<file path="config.mk">
export PLATFORM = sky130hd
export DESIGN_NAME = fptrap_seq
export DESIGN_NICKNAME = d
export VERILOG_FILES = /design/src/rtl/fptrap_pkg.sv /design/src/rtl/fptrap_arbiter.sv /design/src/rtl/fptrap_mode_fsm.sv /design/src/rtl/fptrap_queue.sv /design/src/rtl/fptrap_iu_req.sv /design/src/rtl/fptrap_seq.sv
export SDC_FILE = /design/constraint.sdc
export NUM_CORES = 1
export LEC_CHECK = 0
export ABC_AREA = 1
export ABC_CLOCK_PERIOD_IN_PS = 4240
export CAP_MARGIN = 20
export CORE_MARGIN = 2
export CORE_UTILIZATION = 42
export CTS_BUF_LIST = sky130_fd_sc_hd__clkbuf_16
export DETAILED_ROUTE_END_ITERATION = 10
export HOLD_SLACK_MARGIN = 0.03
export PLACE_DENSITY = 0.85
export SETUP_SLACK_MARGIN = 0.5
export SYNTH_ARGS = -nofsm -noshare
export SYNTH_HDL_FRONTEND = slang
export SYNTH_SLANG_ARGS = --single-unit
</file>
<file path="constraint.sdc">
create_clock -name clk -period 4.24 [get_ports clk]
set_clock_uncertainty 0.1 [all_clocks]
set_input_delay 0.848 -clock clk [delete_from_list [all_inputs] [get_ports clk]]
set_output_delay 0.848 -clock clk [all_outputs]
set_load 0.005 [all_outputs]
</file>
<file path="src/rtl/fptrap_pkg.sv">
package fptrap_pkg;

    typedef enum logic [1:0] {
        MODE_EXEC = 2'd0,
        MODE_PEND = 2'd1,
        MODE_EXC  = 2'd2
    } fp_mode_e;

    localparam logic [2:0] KIND_NONE   = 3'd0;
    localparam logic [2:0] KIND_IEEE   = 3'd1;
    localparam logic [2:0] KIND_UNIMPL = 3'd3;
    localparam logic [2:0] KIND_SEQ    = 3'd4;
    localparam logic [2:0] KIND_BADREG = 3'd6;

    typedef enum logic [1:0] {
        IUT_NONE  = 2'd0,
        IUT_FPEXC = 2'd1,
        IUT_IEEE  = 2'd2,
        IUT_OTHER = 2'd3
    } iu_trap_e;

    // one decided action per cycle
    typedef struct packed {
        logic       release_q;
        logic       capture;
        logic       raise_trap;
        logic       seq_err;
        logic [2:0] new_kind;
    } seq_evt_t;

    function automatic iu_trap_e pick_trap(input logic wide, input logic [2:0] kind);
        if (!wide)
            return IUT_FPEXC;
        else if (kind == KIND_IEEE)
            return IUT_IEEE;
        else
            return IUT_OTHER;
    endfunction

endpackage

</file>
<file path="src/rtl/fptrap_arbiter.sv">
module fptrap_arbiter
    import fptrap_pkg::*;
(
    input  fp_mode_e   mode,
    input  logic       q_full,
    input  logic       q_store_req,
    input  logic       fp_issue,
    input  logic       exc_req,
    input  logic [2:0] exc_kind,
    input  logic       unimpl_op,
    output seq_evt_t   evt
);

    logic fault_any;
    logic fault_ok;
    logic [2:0] fault_kind;

    assign fault_any  = exc_req | unimpl_op;
    assign fault_ok   = fault_any && (mode == MODE_EXEC) && !q_full;
    assign fault_kind = unimpl_op ? KIND_UNIMPL : exc_kind;

    always_comb begin
        evt = '0;
        if (q_store_req) begin
            if (q_full) begin
                evt.release_q = 1'b1;
            end else begin
                evt.capture  = 1'b1;
                evt.new_kind = KIND_SEQ;
            end
        end else if (fp_issue && mode == MODE_PEND) begin
            evt.raise_trap = 1'b1;
        end else if (fp_issue && mode == MODE_EXC) begin
            evt.seq_err = 1'b1;
        end else if (fault_ok) begin
            evt.capture  = 1'b1;
            evt.new_kind = fault_kind;
        end
    end

endmodule

</file>
<file path="src/rtl/fptrap_mode_fsm.sv">
module fptrap_mode_fsm
    import fptrap_pkg::*;
(
    input  logic       clk,
    input  logic       rst,
    input  seq_evt_t   evt,
    output fp_mode_e   mode,
    output logic [2:0] kind
);

    fp_mode_e   mode_q, mode_d;
    logic [2:0] kind_q, kind_d;

    always_comb begin
        mode_d = mode_q;
        kind_d = kind_q;
        unique case (1'b1)
            evt.release_q:  mode_d = MODE_EXEC;
            evt.capture: begin
                mode_d = MODE_PEND;
                kind_d = evt.new_kind;
            end
            evt.raise_trap: mode_d = MODE_EXC;
            evt.seq_err: begin
                mode_d = MODE_EXC;
                kind_d = KIND_SEQ;
            end
            default: ;
        endcase
    end

    always_ff @(posedge clk) begin
        if (rst) begin
            mode_q <= MODE_EXEC;
            kind_q <= KIND_NONE;
        end else begin
            mode_q <= mode_d;
            kind_q <= kind_d;
        end
    end

    assign mode = mode_q;
    assign kind = kind_q;

endmodule

</file>
<file path="src/rtl/fptrap_queue.sv">
module fptrap_queue
    import fptrap_pkg::*;
#(
    parameter int ADDR_W = 32,
    parameter int INSN_W = 32
) (
    input  logic              clk,
    input  logic              rst,
    input  seq_evt_t          evt,
    input  logic [ADDR_W-1:0] pc,
    input  logic [INSN_W-1:0] insn,
    output logic              full,
    output logic [ADDR_W-1:0] ent_addr,
    output logic [INSN_W-1:0] ent_insn,
    output logic              ack
);

    logic              full_q;
    logic [ADDR_W-1:0] addr_q;
    logic [INSN_W-1:0] insn_q;
    logic              ack_q;

    always_ff @(posedge clk) begin
        if (rst) begin
            full_q <= 1'b0;
            addr_q <= '0;
            insn_q <= '0;
            ack_q  <= 1'b0;
        end else begin
            ack_q <= evt.release_q;
            if (evt.capture) begin
                full_q <= 1'b1;
                addr_q <= pc;
                insn_q <= insn;
            end else if (evt.release_q) begin
                full_q <= 1'b0;
            end
        end
    end

    assign full     = full_q;
    assign ent_addr = addr_q;
    assign ent_insn = insn_q;
    assign ack      = ack_q;

endmodule

</file>
<file path="src/rtl/fptrap_iu_req.sv">
module fptrap_iu_req
    import fptrap_pkg::*;
#(
    parameter bit WIDE_SEL = 1'b0
) (
    input  logic       clk,
    input  logic       rst,
    input  logic       fire,
    input  logic [2:0] kind,
    output logic       trap,
    output logic [1:0] sel
);

    iu_trap_e sel_d;
    iu_trap_e sel_q;
    logic     trap_q;

    generate
        if (WIDE_SEL) begin : g_wide
            always_comb sel_d = fire ? pick_trap(1'b1, kind) : IUT_NONE;
        end else begin : g_narrow
            always_comb sel_d = fire ? pick_trap(1'b0, kind) : IUT_NONE;
        end
    endgenerate

    always_ff @(posedge clk) begin
        if (rst) begin
            trap_q <= 1'b0;
            sel_q  <= IUT_NONE;
        end else begin
            trap_q <= fire;
            sel_q  <= sel_d;
        end
    end

    assign trap = trap_q;
    assign sel  = sel_q;

endmodule

</file>
<file path="src/rtl/fptrap_seq.sv">
module fptrap_seq
    import fptrap_pkg::*;
#(
    parameter int          ADDR_W      = 32,
    parameter int          INSN_W      = 32,
    parameter int          VER_W       = 3,
    parameter logic [VER_W-1:0] FPU_VERSION = 3'd2,
    parameter bit          WIDE_SEL    = 1'b0
) (
    input  logic              clk,
    input  logic              rst,
    input  logic              exc_req,
    input  logic [2:0]        exc_kind,
    input  logic              unimpl_op,
    input  logic [ADDR_W-1:0] pc,
    input  logic [INSN_W-1:0] insn,
    input  logic              fp_issue,
    input  logic              q_store_req,
    output logic              iu_trap,
    output logic [1:0]        iu_trap_sel,
    output logic [ADDR_W-1:0] q_addr,
    output logic [INSN_W-1:0] q_insn,
    output logic              store_ack,
    output logic              q_full,
    output logic [2:0]        trap_kind,
    output logic [1:0]        mode,
    output logic [VER_W-1:0]  ver_id
);

    fp_mode_e   mode_w;
    logic       full_w;
    logic [2:0] kind_w;
    seq_evt_t   evt;

    fptrap_arbiter u_arb (
        .mode        (mode_w),
        .q_full      (full_w),
        .q_store_req (q_store_req),
        .fp_issue    (fp_issue),
        .exc_req     (exc_req),
        .exc_kind    (exc_kind),
        .unimpl_op   (unimpl_op),
        .evt         (evt)
    );

    fptrap_mode_fsm u_fsm (
        .clk  (clk),
        .rst  (rst),
        .evt  (evt),
        .mode (mode_w),
        .kind (kind_w)
    );

    fptrap_queue #(.ADDR_W(ADDR_W), .INSN_W(INSN_W)) u_q (
        .clk      (clk),
        .rst      (rst),
        .evt      (evt),
        .pc       (pc),
        .insn     (insn),
        .full     (full_w),
        .ent_addr (q_addr),
        .ent_insn (q_insn),
        .ack      (store_ack)
    );

    fptrap_iu_req #(.WIDE_SEL(WIDE_SEL)) u_iu (
        .clk  (clk),
        .rst  (rst),
        .fire (evt.raise_trap),
        .kind (kind_w),
        .trap (iu_trap),
        .sel  (iu_trap_sel)
    );

    assign q_full    = full_w;
    assign trap_kind = kind_w;
    assign mode      = mode_w;
    assign ver_id    = FPU_VERSION;

endmodule

</file>
==> qor.txt <==
Register area share after synthesis = 0.515
Post CTS Setup Buffer Count = 0
Synth area leaders = dfxtp_1 51%, nor2_1 13%, nor2_2 8.9%
Crit. End Element = register
Largest family of logic cells by synthesized area = simple AND/OR/NAND/NOR gates
GPL Wtd Cong = 0.867
Fraction of layout cells with a size suffix above 1 = 0.139
Initial Util = 0.438
RSZ-0062 raised after global routing = false
Yosys top cell by area = dfxtp_1
Peak VDD IR = 0.274 mV
Main flop type after synthesis = dfxtp_1
Setup violators final = 0
Mapped Area = 2800 sq um
Slew headroom = 0.371
DR pass1 iterations = 4
Avg Synthesized Cell Area = 8.31 sq um
Top-area cell type share of the netlist area = 0.515
Post-CTS resize count = 0
Final net count = 543
Count of final hold-check violations = 0
FMAX = 365 MHz
Die Span Y = 85.7 um
Layout area overhead = 56.9%
Rows = 29
Worst EP arrival = 2.89 ns
XOR/XNOR Fraction of Synth Area = 0
Req. time, crit path = 4.38 ns
Mux share of post-synthesis cell area = 0
TritonCTS clock tree = built
Post-synth EDFFs = 0
Clock Path Buffers = 2
Latest clock arrival within the worst-skew pair = 0.32 ns
TritonCTS Sinks = 72
I/O pin cnt = 150
Antenna diodes = 0
Fin crit period = 2.74 ns
Worst slew pin tran = 0.942 ns
Total Die Area = 7340 sq um
Clk pin slew, worst setup/hold paths = 0.05 ns
WS Path Type = in2reg
Core area = 6390 sq um
Number of global-route vias before repair = 2658
Hold_buf cts = 0
Post-DRT Antenna Nets = 0
Post-synthesis compound-gate area fraction = 0.130
Max cap viols = 0
CTS Root Cell = clkbuf_16
Unique masters post-synth = 23
YS warnings = 0
DRT iter0 DRCs = 89
Final wirelength = 7.20 mm
Initial antenna violation count = 0
Type of origin of the critical path = input port
Drt wl/cell = 13.1 um
Ys async rst share = 0
Hold Crit Class = reg2reg
Post-synthesis adder-cell area fraction = 0
Total CTS buffers = 9
Layout Utilization = 0.688
Pleak = 1.77 nW
Outcome = complete, no violations
Via count = 2642
Flops & latches, synth = 72
DP Wirelength = 4.88 mm
Filler instances = 513
Setup TNS = 0 ns
Post-synthesis simple-gate area fraction = 0.259
Final Max Slew Viols = 0
Cells after DPL = 536
Total track usage = 0.203
Total grt overflow = 0
Htree depth = 3
Cells after Synth = 337
Final Power = 1.88 mW
WHS = 0.379 ns
Die Wd = 85.7 um
PortBufs = 145
First-pass GRT wire length = 12.0 mm
Pwr/cell area = 428 nW/um^2
Crit Path Max Fanout = 44
DR vias/cell = 4.79
Post-Layout Cell Count = 551
Tcrit/Tclk final = 0.647
DRC violations left = 0
Largest net degree at the start of global routing = 66
Most frequent cell after synthesis = nor2_1
Top cells by count, synth = 96 x nor2_1, 72 x dfxtp_1, 46 x o21ai_1
## through the flow
stage | setup slack [ns] | instance area [sq um]
detailed placement | 1.17 | 4140
finish | 1.50 | 4390
global placement | 1.23 | 4140
CTS | 1.48 | 4390
global route | 1.31 | 4390
floorplan | 2.43 | 2810
## registers in the layout, summed over array words and instances, names as in the netlist
register      cells
u_q.full          1
u_q.ack           1
u_iu.sel          1
u_q.ent_addr     32
u_fsm.mode        2
u_fsm.kind        3
u_q.ent_insn     32
## where the power goes
part / leakage (nW) / total [mW] / switching, mW / internal [mW]
Sequential: 0.598 / 0.803 / 0.0441 / 0.758
Clock: 0.130 / 0.644 / 0.260 / 0.384
Combinational: 1.05 / 0.434 / 0.188 / 0.246
## final timing paths
check	from	end	slack, ns	depth (start not counted)
worst max-delay path	q_store_req	u_q.ent_insn[31]	1.50	8
worst min-delay path	u_fsm.kind[1]	u_fsm.kind[1]	0.38	2
worst max register to register	u_q.full	u_q.ent_insn[31]	2.16	7
worst min register to register	u_fsm.kind[1]	u_fsm.kind[1]	0.38	2
## cell families (layout without fill, tap and decap cells)
group | count (synthesis) | after routing
and+or+nand+nor | 156 | 156
DFF | 72 | 72
AOI/OAI and AO/OA | 71 | 71
buffers and inverters | 36 | 171
other | 2 | 4
## final cells by class
class	count	area [sq um]	area share
timing repair buffer	147	1470	0.334
sequential	72	1440	0.328
multi-input combinational	231	1100	0.251
clock buffer	9	225	0.0513
tap	77	96.3	0.0219
inverter	9	33.8	0.00769
clock inverter	6	27.5	0.00627
## worst max-delay path, cell delays in order
cell             delay, ns
clkdlybuf4s50_1       0.59
nor2_4                0.08
nand3_4               0.10
nand2_2               0.07
inv_2                 0.36
buf_4                 0.60
nor2_1                0.08
nor2_1                0.12
## layout by cell type, fill, tap and decap left out
| master | netlist | layout |
|---|---|---|
| o21ai_2 | 1 | 1 |
| nor2_4 | 1 | 1 |
| conb_1 | 2 | 4 |
| clkinv_1 | 0 | 2 |
| nor2_2 | 40 | 40 |
| nand2_2 | 1 | 1 |
| dfxtp_1 | 72 | 72 |
| nor2_1 | 96 | 96 |
| o21ai_0 | 20 | 20 |
| or2_2 | 2 | 2 |
| buf_4 | 5 | 2 |
| nand3_1 | 4 | 4 |
| a21oi_2 | 1 | 1 |
| clkbuf_16 | 0 | 9 |
| a21oi_1 | 3 | 3 |
| nand3_4 | 1 | 1 |
| nand2_1 | 9 | 9 |
| o21ai_1 | 46 | 46 |
| inv_1 | 5 | 5 |
| inv_2 | 4 | 4 |
| clkinv_2 | 0 | 4 |
| nand4_1 | 2 | 2 |
| clkdlybuf4s50_1 | 0 | 145 |
## routing by layer
| layer | global-route usage | wire length, um | up-vias |
|---|---|---|---|
| li1 | - | - | 1329 |
| met1 | 0.247 | 2930 | 1200 |
| met2 | 0.337 | 3540 | 101 |
| met3 | 0.0549 | 578 | 12 |
| met4 | 0.0880 | 148 | 0 |
| met5 | 0 | 0 | - |
Note: power is estimated with default switching activity, not from simulation.
